[config.mk]
export PLATFORM = sky130hd
export DESIGN_NAME = ret_addr_stack
export DESIGN_NICKNAME = d
export VERILOG_FILES = /design/src/rtl/rstk_pkg.sv /design/src/rtl/rstk_op_decode.sv /design/src/rtl/rstk_level.sv /design/src/rtl/ret_addr_stack.sv
export SDC_FILE = /design/constraint.sdc
export NUM_CORES = 1
export LEC_CHECK = 0
export BUFFER_PORTS_ARGS = -buffer_cell sky130_fd_sc_hd__buf_2
export CORE_MARGIN = 5
export CORE_UTILIZATION = 61
export CTS_BUF_LIST = sky130_fd_sc_hd__clkbuf_8
export CTS_CLUSTER_DIAMETER = 60
export DETAILED_ROUTE_END_ITERATION = 7
export MAX_ROUTING_LAYER = met4
export PLACE_DENSITY = 0.94
export RECOVER_POWER = 100
export SKIP_LAST_GASP = 1
export SLEW_MARGIN = 20
export SYNTH_ARGS = -nofsm -noshare
export SYNTH_HDL_FRONTEND = slang
export SYNTH_SLANG_ARGS = --single-unit
[constraint.sdc]
create_clock -name clk_i -period 2 [get_ports clk_i]
set_input_delay 0 -clock clk_i [delete_from_list [all_inputs] [get_ports clk_i]]
set_output_delay 0 -clock clk_i [all_outputs]
set_load 0.03 [all_outputs]
[src/rtl/rstk_pkg.sv]
package rstk_pkg;
  typedef enum logic [1:0] {
    OP_HOLD = 2'b00,
    OP_PUSH = 2'b01,
    OP_POP  = 2'b10,
    OP_SWAP = 2'b11   // push and pop together: replace top only
  } stk_op_e;
endpackage

[src/rtl/rstk_op_decode.sv]
module rstk_op_decode
  import rstk_pkg::*;
(
  input  logic    push_i,
  input  logic    pop_i,
  output stk_op_e op_o
);
  always_comb begin
    unique case ({pop_i, push_i})
      2'b01:   op_o = OP_PUSH;
      2'b10:   op_o = OP_POP;
      2'b11:   op_o = OP_SWAP;
      default: op_o = OP_HOLD;
    endcase
  end
endmodule

[src/rtl/rstk_level.sv]
module rstk_level
  import rstk_pkg::*;
#(
  parameter int unsigned AW     = 9,
  parameter bit          IS_TOP = 1'b0
) (
  input  logic          clk_i,
  input  logic          rst_ni,
  input  stk_op_e       op_i,
  input  logic [AW-1:0] from_above_i,  // new address for the top level
  input  logic [AW-1:0] from_below_i,  // own value for the deepest level
  output logic [AW-1:0] q_o
);
  logic [AW-1:0] d;

  always_comb begin
    d = q_o;
    unique case (op_i)
      OP_PUSH: d = from_above_i;
      OP_POP:  d = from_below_i;
      OP_SWAP: if (IS_TOP) d = from_above_i;
      default: d = q_o;
    endcase
  end

  always_ff @(posedge clk_i or negedge rst_ni) begin
    if (!rst_ni) q_o <= '0;
    else         q_o <= d;
  end
endmodule

[src/rtl/ret_addr_stack.sv]
module ret_addr_stack
  import rstk_pkg::*;
#(
  parameter int unsigned AW    = 9,
  parameter int unsigned DEPTH = 3
) (
  input  logic          clk_i,
  input  logic          rst_ni,
  input  logic          push_i,
  input  logic          pop_i,
  input  logic [AW-1:0] push_addr_i,
  output logic [AW-1:0] top_o
);
  localparam int unsigned LAST = DEPTH - 1;

  stk_op_e       op;
  logic [AW-1:0] lvl_q [DEPTH];

  rstk_op_decode u_dec (
    .push_i (push_i),
    .pop_i  (pop_i),
    .op_o   (op)
  );

  for (genvar k = 0; k < DEPTH; k++) begin : g_lvl
    logic [AW-1:0] above, below;
    if (k == 0) begin : g_a0
      assign above = push_addr_i;
    end else begin : g_an
      assign above = lvl_q[k-1];
    end
    if (k == LAST) begin : g_bl
      assign below = lvl_q[k];      // deepest level copies itself upward
    end else begin : g_bn
      assign below = lvl_q[k+1];
    end

    rstk_level #(.AW(AW), .IS_TOP(k == 0)) u_level (
      .clk_i        (clk_i),
      .rst_ni       (rst_ni),
      .op_i         (op),
      .from_above_i (above),
      .from_below_i (below),
      .q_o          (lvl_q[k])
    );

    if (k > 0) begin : g_sa
      a_r3_push_shift: assert property (@(posedge clk_i) disable iff (!rst_ni)
        (push_i && !pop_i) |=> lvl_q[k] == $past(lvl_q[k-1]));
      a_r7_swap_keeps_lower: assert property (@(posedge clk_i) disable iff (!rst_ni)
        (push_i && pop_i) |=> $stable(lvl_q[k]));
    end
    if (k < LAST) begin : g_sp
      a_r4_pop_shift: assert property (@(posedge clk_i) disable iff (!rst_ni)
        (pop_i && !push_i) |=> lvl_q[k] == $past(lvl_q[k+1]));
    end
    a_r8_idle_hold: assert property (@(posedge clk_i) disable iff (!rst_ni)
      (!push_i && !pop_i) |=> $stable(lvl_q[k]));
  end

  assign top_o = lvl_q[0];

  a_r3_push_top: assert property (@(posedge clk_i) disable iff (!rst_ni)
    push_i |=> top_o == $past(push_addr_i));
  a_r5_deepest_kept: assert property (@(posedge clk_i) disable iff (!rst_ni)
    (pop_i && !push_i) |=> $stable(lvl_q[LAST]));
endmodule

After elaboration in Yosys (flattened, before gate mapping)
Index checks and enable logic that the tools add are counted.
{ "classes": {"n_reduce_logical": 3, "muxes": 3, "n_eq_ne": 6} }
{ "ops": {"columns": ["cell", "n"], "rows": [
  ["9-bit one-hot mux with 2 select lines", 2],
  ["2-bit equality test, second input constant", 4],
  ["2-bit one-hot mux with 3 select lines", 1],
  ["2-bit by 1-bit equality test with 1-bit output, second input constant", 2],
  ["2-bit nonzero test", 2],
  ["2-bit OR reduction", 1]
]} }
{ "totals": {"inputBits": 13, "out_inout_bits": 9, "ff_bits": 27, "word_cells": 15} }

Depth between registers and ports, before layout
Gate-level depths: netlist of run 1.
{ "logic_depth": {"ltp_word": 5, "ltp_mapped": 7, "ltp_nobuf": 4} }

By module
From an unflattened synthesis of run 1, not the netlist that was laid out.
{ "hier_totals": {"hier_cells": 123, "hier_area_um2": 1335.0} }
{ "modules_own_cells": {"columns": ["module", "seq_area_each_um2", "area_per_inst_um2", "n_inst", "cells_each"], "rows": [
  ["rstk_level (g_lvl[1].u_level ...)", 225.2, 447.9, 2, 41],
  ["rstk_level (g_lvl[0].u_level)", 225.2, 431.7, 1, 39],
  ["rstk_op_decode", 0.0, 7.5, 1, 2]
]} }

Worst setup path before layout of run 1
Ideal clock, no wire load.
{ "synth_timing": {"kind": "input to register", "startpoint": "input port push_i", "endpoint": "register g_lvl[0].u_level.q_o[8]", "setup_slack_ps": 737, "required_ps": 1896, "arrival_time_ps": 1159, "stages": 6, "path_buffers": 2, "setup_ps": 104, "cell_sequence": "buf_2 inv_1 ha_1 buf_6 or4b_1 o311ai_1"} }
{ "synth_between": {"elab_chain_cells": 5, "elab_cells_between_ends": 10, "classes_between": "6 x eq/ne; 2 x mux; 2 x reduce/logical"} }
{ "synth_lines": {"columns": ["item", "line_no", "text"], "rows": [
  ["start: declaration", "ret_addr_stack.sv:9", "input logic push_i,"],
  ["2-bit equality test or 2-bit by 1-bit equality test with 1-bit output (tied branches)", "rstk_op_decode.sv:9", "unique case ({pop_i, push_i})"],
  ["2-bit one-hot mux with 3 select lines *", "rstk_op_decode.sv:9", null],
  ["2-bit by 1-bit equality test with 1-bit output or 2-bit equality test (tied branches)", "rstk_level.sv:18", "unique case (op_i)"],
  ["2-bit OR reduction (no source line)", null, null],
  ["9-bit one-hot mux with 2 select lines or 2-bit nonzero test (tied branches)", null, null],
  ["end signal: assignment", "rstk_level.sv:27", "if (!rst_ni) q_o <= '0;"],
  ["end signal: assignment", "rstk_level.sv:28", "else q_o <= d;"],
  ["end: declaration", "rstk_level.sv:12", "output logic [AW-1:0] q_o"]
]} }
Every way passes the cells marked *; elsewhere a longest branch is shown, timed or not.
A chain may end at the register's enable or synchronous reset.

Worst setup path after layout of run 1
Same ends and word-level chain as after synthesis.

==> metrics.txt, run 1 <==
# rows 16; Area Overhead vs Synth 12.0%; buffer levels on the longest clock path 2; Total Power 1.44 mW; PnR worst setup slack 0.781 ns; die width 54.8 um; WL final 2330 um; worst-path fanout max 18; Hold WC Path Type input pin to flop; Syn Nets 122; cells along the critical path buf_2 > inv_1 > ha_1 > clkbuf_1 > o311ai_0; R2R Path End g_lvl[0].u_level.q_o[8]; Crit. End Element flop; register bit total from synthesis 27; max reg flops 27; Largest Register g_lvl.u_level.q_o; Netlist Area Pre-Place 1220 um2; Netlist cell types 14; worst skew pair latency 0.27 ns; CP top delay family buffers and inverters; Placer Congestion 0.747; critical path type input pin to flop; clk_skew 0.00211 ns; origin of the critical flop-to-flop path g_lvl[1].u_level.q_o[8]; Clock Root Buffer clkbuf_8; drt drc 0; post-synthesis sequential area ratio 55.2%; Cells after Synth 105; DR WL met3 63 um; Slowest Stage Delay on Critical Path 0.42 ns; Peak supply drop 0.785 mV; Worst setup SP type input pin; FF-to-FF path depth 2; DP Worst Slack 0.585 ns; post-route ant nets 0; layout filler cell count 165; final setup fails 0; overall die height 54.8 um; Metal-1 WL 1020 um; setup_tns 0 ns; ANT cells 0; setup slack, reg-to-reg 0.95 ns; vias in the first global route 874; drt wl/cell 15.3 um; CTS tree yes; top achievable clock speed 821 MHz; Top Layer Used met4; H-tree lvl count 1; # IOs 22; CP arrival 1.38 ns; drt pass-1 iters 5; final hold vios 0; Worst-path clk slew 0.09 ns; die area 3000 um2; first-pass GRT wire length 3910 um; hold endpoint g_lvl[0].u_level.q_o[2]; WL met2 1230 um; dpl hpwl 1670 um; global-route usage over all layers 18.9%; CP required 2.16 ns; Levels on crit path 5; vias per cell 5.49; Post CTS Setup Buffer Count 0; Clock Sinks 27; hold path cells 3; port buffer count 21; Slew Limit Fails 0; status completed; Yosys warning count 0; DR iter-0 viols 7; min-delay src push_addr_i[2]; Regs by FF count g_lvl.u_level.q_o x27; Leak Pwr 0.615 nW; most frequent cells in the layout dfrtp_1, mux2i_1, buf_2, nor2_1, clkbuf_1; Post-DP Area 1330 um2; WHS 0.0246 ns; Pwr Density 1050 nW/um2; commonest non-fill, non-tap cell in the layout dfrtp_1; largest net degree at the start of global routing 28; Nets 143; Buf+Inv Stages, Crit Path 3; grt total ovfl 0; share of layout cells above drive strength 1 19.2%; vias 835; period utilization 60.9%; Rel. slew slack 55.5%; synthesized area per cell 11.7 um2; TritonCTS buffer count 3; actual slew at the worst max-slew pin 0.668 ns; initial antenna violation count 0; Post-Layout Inst Area 1370 um2; max cap viols 0; Tmin final 1.22 ns; core area 1940 um2; Initial Util 63.0%; Slowest cell on crit path o311ai_0; worst setup path start push_i; RSZ-0062 raised after global routing no
## worst reg2reg max path, cell delays in order, from the launching register on
cell	delay (ns)
dfrtp_1	0.39
or4b_1	0.43
o311ai_0	0.11
## cells by family after synthesis
group | Yosys count | share of synthesized area [%]
buffers and inverters | 10 | 4.19
AOI/OAI and AO/OA | 18 | 7.67
muxes | 26 | 22.2
DFF | 27 | 55.2
adders and majority gates | 4 | 4.09
and+or+nand+nor | 20 | 6.65
## timing repair
item                      4_1_cts  5_1_grt
gates resized for setup         0        0
hold buffers                    1        0
hold endpoints to repair       27        0
## cells in the mapped netlist
| cell type | count | area, um2 |
|---|---|---|
| a21oi_1 | 9 | 45.0 |
| buf_2 | 5 | 25.0 |
| buf_6 | 1 | 11.3 |
| clkbuf_1 | 1 | 3.75 |
| dfrtp_1 | 27 | 676 |
| ha_1 | 4 | 50.1 |
| inv_1 | 3 | 11.3 |
| mux2_2 | 9 | 101 |
| mux2i_1 | 17 | 170 |
| nand2_1 | 9 | 33.8 |
| nor2_1 | 10 | 37.5 |
| o21ai_0 | 8 | 40.0 |
| o311ai_1 | 1 | 8.76 |
| or4b_1 | 1 | 10.0 |
## worst max path at each step
stage                              endpoint  slack (ns)
CTS                 g_lvl[1].u_level.q_o[5]        0.86
floorplan           g_lvl[0].u_level.q_o[8]        0.74
finish              g_lvl[0].u_level.q_o[8]        0.78
detailed placement  g_lvl[0].u_level.q_o[8]        0.58
global placement    g_lvl[0].u_level.q_o[8]        0.65
global route        g_lvl[0].u_level.q_o[8]        0.67
## report_power, final
part	switching [mW]	internal, mW
combinational	0.201	0.148
clock	0.164	0.138
sequential	0.0985	0.695
## layout make-up
| class | count | area, um2 | share of cell area [%] |
|---|---|---|---|
| Clock inverter | 1 | 3.75 | 0.274 |
| Tap cell | 27 | 33.8 | 2.47 |
| Sequential cell | 27 | 676 | 49.3 |
| Timing Repair Buffer | 23 | 108 | 7.85 |
| Multi-Input combinational cell | 68 | 497 | 36.3 |
| Clock buffer | 3 | 41.3 | 3.01 |
| Inverter | 3 | 11.3 | 0.822 |
## metal layers
layer,GRT usage [%],up-vias
met4,5.39,0
met2,33.3,18
met1,22.4,418
met5,-,-
met3,2.45,2
li1,-,397
## stage by stage
step / util [%] / instances
CTS: 71.3 / 152
global route: 70.6 / 152
detailed placement: 68.5 / 147
finish: 70.6 / 152
global placement: 68.5 / 147
floorplan: - / 105
(Power assumes the default switching activity.)
==> run 2: changes to the inputs <==
--- a/config.mk
+++ b/config.mk
@@ -7,12 +7,12 @@
 export LEC_CHECK = 0
 export BUFFER_PORTS_ARGS = -buffer_cell sky130_fd_sc_hd__buf_2
 export CORE_MARGIN = 5
-export CORE_UTILIZATION = 61
+export CORE_UTILIZATION = 51
 export CTS_BUF_LIST = sky130_fd_sc_hd__clkbuf_8
 export CTS_CLUSTER_DIAMETER = 60
 export DETAILED_ROUTE_END_ITERATION = 7
 export MAX_ROUTING_LAYER = met4
-export PLACE_DENSITY = 0.94
+export PLACE_DENSITY = 0.85
 export RECOVER_POWER = 100
 export SKIP_LAST_GASP = 1
 export SLEW_MARGIN = 20
==> constraint.sdc (replaced) <==
create_clock -name clk_i -period 1.1 [get_ports clk_i]
set_input_delay 0 -clock clk_i [delete_from_list [all_inputs] [get_ports clk_i]]
set_output_delay 0 -clock clk_i [all_outputs]
set_load 0.03 [all_outputs]
==> run 2 against run 1 <==
Via count is 0.24% higher; sequential share of layout area fell by 1.9 points; clock power grew 88%; worst setup slack lost 0.71 ns; register-to-register slack worse by 0.87 ns; critical path type is now flop to flop; largest power group unchanged.
==> metrics.txt, run 2 (same netlist as run 1, synthesis figures left out) <==
drt wl/cell 15.1 um; critical path type flop to flop; fin cells 157; most frequent cells in the layout dfrtp_1, mux2i_1, buf_2, nor2_1; actual slew at the worst max-slew pin 0.642 ns; final setup fails 0; Worst setup SP type flop; Tmin final 1.02 ns; Area Overhead vs Synth 16.6%; post-route ant nets 0; layout filler cell count 205; overall die height 59.0 um; final hold vios 0; share of layout cells above drive strength 1 25.6%; Comb pwr share 24.5%; DR iter-0 viols 6; vias 837; Buf+Inv Stages, Crit Path 0; port buffer count 21; Largest Register g_lvl.u_level.q_o; Worst-path clk slew 0.09 ns; P_sw 854 uW; top achievable clock speed 976 MHz; Rel. slew slack 57.2%; commonest non-fill, non-tap cell in the layout dfrtp_1; Nets 147; vias per cell 5.33; core area 2250 um2; CP top delay family simple AND/OR/NAND/NOR gates; placed insts 152; Pint 1.81 mW; Slowest cell on crit path or4b_1; TritonCTS buffer count 3; largest net degree at the start of global routing 28; Slew Limit Fails 0; drt pass-1 iters 4; Slowest Stage Delay on Critical Path 0.45 ns; worst skew pair latency 0.27 ns; max cap viols 0; buffer levels on the longest clock path 2; vias in the first global route 891; RSZ-0062 raised after global routing no; Crit. End Element flop; initial antenna violation count 0; Placer Congestion 0.691; Net Sw Frac 32.1%; drt drc 0; # rows 17; Seq pwr share 54.3%; CTS tree yes; Pwr Density 1870 nW/um2; H-tree lvl count 1; die width 59.0 um; status completed; # IOs 22; grt total ovfl 0; Initial Util 54.3%; Seq. cell area 676 um2; clk_skew 0.00278 ns; dpl hpwl 1690 um; Clk pwr share 21.2%; Total Power 2.66 mW; WL final 2360 um; cells along the critical path or4b_1 > o311ai_1; Peak supply drop 1.23 mV; period utilization 93.2%; Multi-input gate area 497 um2; Regs by FF count g_lvl.u_level.q_o x27; die area 3480 um2; global-route usage over all layers 15.5%; CP arrival 1.19 ns; ANT cells 0; Clock Sinks 27; Leak Pwr 0.651 nW; max reg flops 27; CP required 1.27 ns; worst-path fanout max 3; first-pass GRT wire length 3920 um; Clock Root Buffer clkbuf_8; Hold WC Path Type input pin to flop
## run 2: final cells by class
class	count	area share [%]
clock buffers	3	2.89
clock inverters	1	0.526
inverters	3	0.789
multi-input cells	68	34.8
flip-flops and latches	27	47.4
well taps	28	2.46
repair buffers	27	11.1
## run 2: path summary, 6_finish.rpt
kind / depth (start not counted) / slack (ns) / start / endpoint
max in group asynchronous: 2 / 0.41 / rst_ni / g_lvl[0].u_level.q_o[7]
hold / removal: 3 / 0.02 / push_addr_i[8] / g_lvl[0].u_level.q_o[8]
setup / recovery: 2 / 0.08 / g_lvl[1].u_level.q_o[8] / g_lvl[0].u_level.q_o[8]
min in group asynchronous: 2 / 0.27 / rst_ni / g_lvl[2].u_level.q_o[0]
setup reg to reg: 2 / 0.08 / g_lvl[1].u_level.q_o[8] / g_lvl[0].u_level.q_o[8]
hold reg to reg: 2 / 0.52 / g_lvl[0].u_level.q_o[7] / g_lvl[0].u_level.q_o[7]
## run 2: worst min-delay path: cells and delay by family
family,cells,cell delay (ns)
AO/OA/AOI/OAI,1,0.10
buffers and inverters,2,0.15
## run 2: routing by layer
layer / share of wire (%) / global-route usage, % / wire length (um) / up-vias
li1: - / - / - / 403
met1: 42 / 16.6 / 983 / 419
met2: 55 / 27.6 / 1290 / 13
met3: 3.6 / 4.58 / 86 / 2
met4: 0.17 / 4.21 / 4 / 0
met5: 0 / - / 0 / -
## run 2: repair_timing
item | 4_1_cts | 5_1_grt
gates resized for setup | 0 | 0
hold buffers | 1 | 0
buffers inserted | 0 | 0
endpoints found under the hold margin | 27 | 0
## run 2: stage by stage
step                      hold WS (ns)   TNS, ns  setup slack, ns  cell area, um2  util (%)
final                           0.0220         0           0.0750            1430      63.3
after global routing            0.0257         0           0.0360            1430      63.3
after CTS                       0.0151         0           0.0734            1440      63.7
after detailed placement        0.0389  -0.00369         -0.00369            1380      61.0
after global placement          0.0287         0           0.0907            1380      61.0
after floorplan                 -0.296         0           0.0222            1240         -
## run 2: power groups by stage
| stage | combinational, mW | clock [mW] | sequential, mW |
|---|---|---|---|
| 2_1_floorplan | 0.365 | 0 | 1.54 |
| 3_3_place_gp | 0.642 | 0 | 1.43 |
| 3_5_place_dp | 0.670 | 0 | 1.46 |
| 4_1_cts | 0.679 | 0.590 | 1.44 |
| 5_1_grt | 0.715 | 0.635 | 1.48 |
| 6_report | 0.652 | 0.565 | 1.44 |
==> run 3: changes to the inputs <==
--- a/config.mk
+++ b/config.mk
@@ -6,7 +6,7 @@
 export NUM_CORES = 1
 export LEC_CHECK = 0
 export BUFFER_PORTS_ARGS = -buffer_cell sky130_fd_sc_hd__buf_2
-export CORE_MARGIN = 5
+export CORE_MARGIN = 3
 export CORE_UTILIZATION = 51
 export CTS_BUF_LIST = sky130_fd_sc_hd__clkbuf_8
 export CTS_CLUSTER_DIAMETER = 60
==> run 3 against run 2 <==
Sequential cell count unchanged; global-route usage is 2.9 points higher; final cell count grew 1.3%; maximum frequency up 3.7%; routed wire length is 2.3% lower; power up 0.13%; critical endpoint unchanged; sequential power hardly changed.
==> metrics.txt, run 3 (same netlist as run 1, synthesis figures left out) <==
Area Overhead vs Synth 16.5%; period utilization 89.9%; post-CTS sizing 0; Multi-input gate area 497 um2; PnR worst setup slack 0.111 ns; max reg flops 27; core area 2250 um2; Rel. slew slack 56.8%; ANT cells 0; # IOs 22; hold path cells 3; grt total ovfl 0; port buffer count 21; setup_tns 0 ns; Clock Sinks 27; initial antenna violation count 0; Worst-path clk slew 0.09 ns; CTS tree yes; Clock Root Buffer clkbuf_8; RSZ-0062 raised after global routing no; drt pass-1 iters 4; DP Worst Slack 0.0466 ns; drt wl/cell 14.5 um; first-pass GRT wire length 3730 um; Regs by FF count g_lvl.u_level.q_o x27; setup slack, reg-to-reg 0.11 ns; die width 55.0 um; vias 838; top achievable clock speed 1010 MHz; drt drc 0; origin of the critical flop-to-flop path g_lvl[1].u_level.q_o[8]; Leak Pwr 0.647 nW; R2R Path End g_lvl[0].u_level.q_o[8]; max cap viols 0; commonest non-fill, non-tap cell in the layout dfrtp_1; actual slew at the worst max-slew pin 0.647 ns; CP arrival 1.17 ns; Worst setup SP type flop; overall die height 55.0 um; Pwr Density 1870 nW/um2; vias per cell 5.27; Nets 149; buffer levels on the longest clock path 2; layout filler cell count 186; # rows 17; vias in the first global route 876; worst skew pair latency 0.27 ns; global-route usage over all layers 18.4%; status completed; FF-to-FF path depth 2; min-delay src push_addr_i[2]; Slew Limit Fails 0; Initial Util 54.3%; share of layout cells above drive strength 1 24.4%; WL final 2310 um; worst setup path start g_lvl[1].u_level.q_o[8]; largest net degree at the start of global routing 28; Placer Congestion 0.767; die area 3020 um2; worst-path fanout max 3; DR iter-0 viols 10; TritonCTS buffer count 3; most frequent cells in the layout dfrtp_1, mux2i_1, nor2_1, buf_2; final setup fails 0; Largest Register g_lvl.u_level.q_o; Seq. cell area 676 um2; Crit. End Element flop; Hold WC Path Type input pin to flop; Post CTS Setup Buffer Count 0; critical path type flop to flop; final hold vios 0; clk_skew 0.00380 ns; Tmin final 0.989 ns; dpl hpwl 1650 um; hold endpoint g_lvl[0].u_level.q_o[2]; H-tree lvl count 1; CP required 1.28 ns; post-route ant nets 0; Peak supply drop 1.24 mV
## run 3: cell count changes in the layout (fill, tap and decap cells not counted)
cell / previous run / this run
dlygate4sd3_1: 1 / 2
mux2_1: 1 / 0
clkbuf_2: 5 / 4
buf_2: 11 / 10
clkbuf_1: 5 / 8
buf_12: 1 / 0
buf_4: 4 / 5
mux2_2: 8 / 9
## run 3: per-layer routing
layer	share of wire, %	global-route usage, %
met5	0	-
met4	1.6	7.29
met3	3.5	4.83
met2	51	32.3
met1	44	19.6
## run 3: report_power, final
part	total [mW]	switching, mW	internal, mW	leakage (nW)
combinational	0.646	0.361	0.284	0.316
sequential	1.44	0.181	1.26	0.309
clock	0.575	0.318	0.257	0.0217
## run 3: worst max path at each step
stage / end / slack (ns) / cells after the start
3_3_place_gp: g_lvl[0].u_level.q_o[8] / 0.09 / 5
2_1_floorplan: g_lvl[0].u_level.q_o[8] / 0.02 / 6
4_1_cts: g_lvl[0].u_level.q_o[8] / 0.11 / 2
6_report: g_lvl[0].u_level.q_o[8] / 0.11 / 2
3_5_place_dp: g_lvl[0].u_level.q_o[8] / 0.05 / 5
5_1_grt: g_lvl[0].u_level.q_o[8] / 0.06 / 2
## run 3: cell type report
cell class	instances	area share, %
clock buffer	3	2.90
clock inverter	1	0.527
inverter	3	0.790
multi-input combinational	68	34.9
sequential	27	47.4
tap	28	2.46
timing repair buffer	29	11.1
## run 3: what timing repair did
item / 4_1_cts / 5_1_grt
hold buffers: 2 / 0
endpoints found under the hold margin: 28 / 0
endpoints found under the setup margin: 0 / 0
## run 3: critical path: stages, from the launching register on
cell and delay, ns:
dfrtp_1 0.38, or4b_1 0.44, o311ai_1 0.08
## run 3: through the flow
step | area (um2) | hold slack (ns) | cells | power [mW] | utilization, %
2_1_floorplan | 1240 | -0.296 | 105 | 1.90 | -
4_1_cts | 1440 | 0.00901 | 159 | 2.70 | 63.9
3_3_place_gp | 1370 | 0.0204 | 153 | 2.06 | 60.8
3_5_place_dp | 1370 | 0.0304 | 153 | 2.13 | 60.8
6_report | 1430 | 0.00805 | 159 | 2.66 | 63.2
5_1_grt | 1430 | 0.0315 | 159 | 2.82 | 63.2
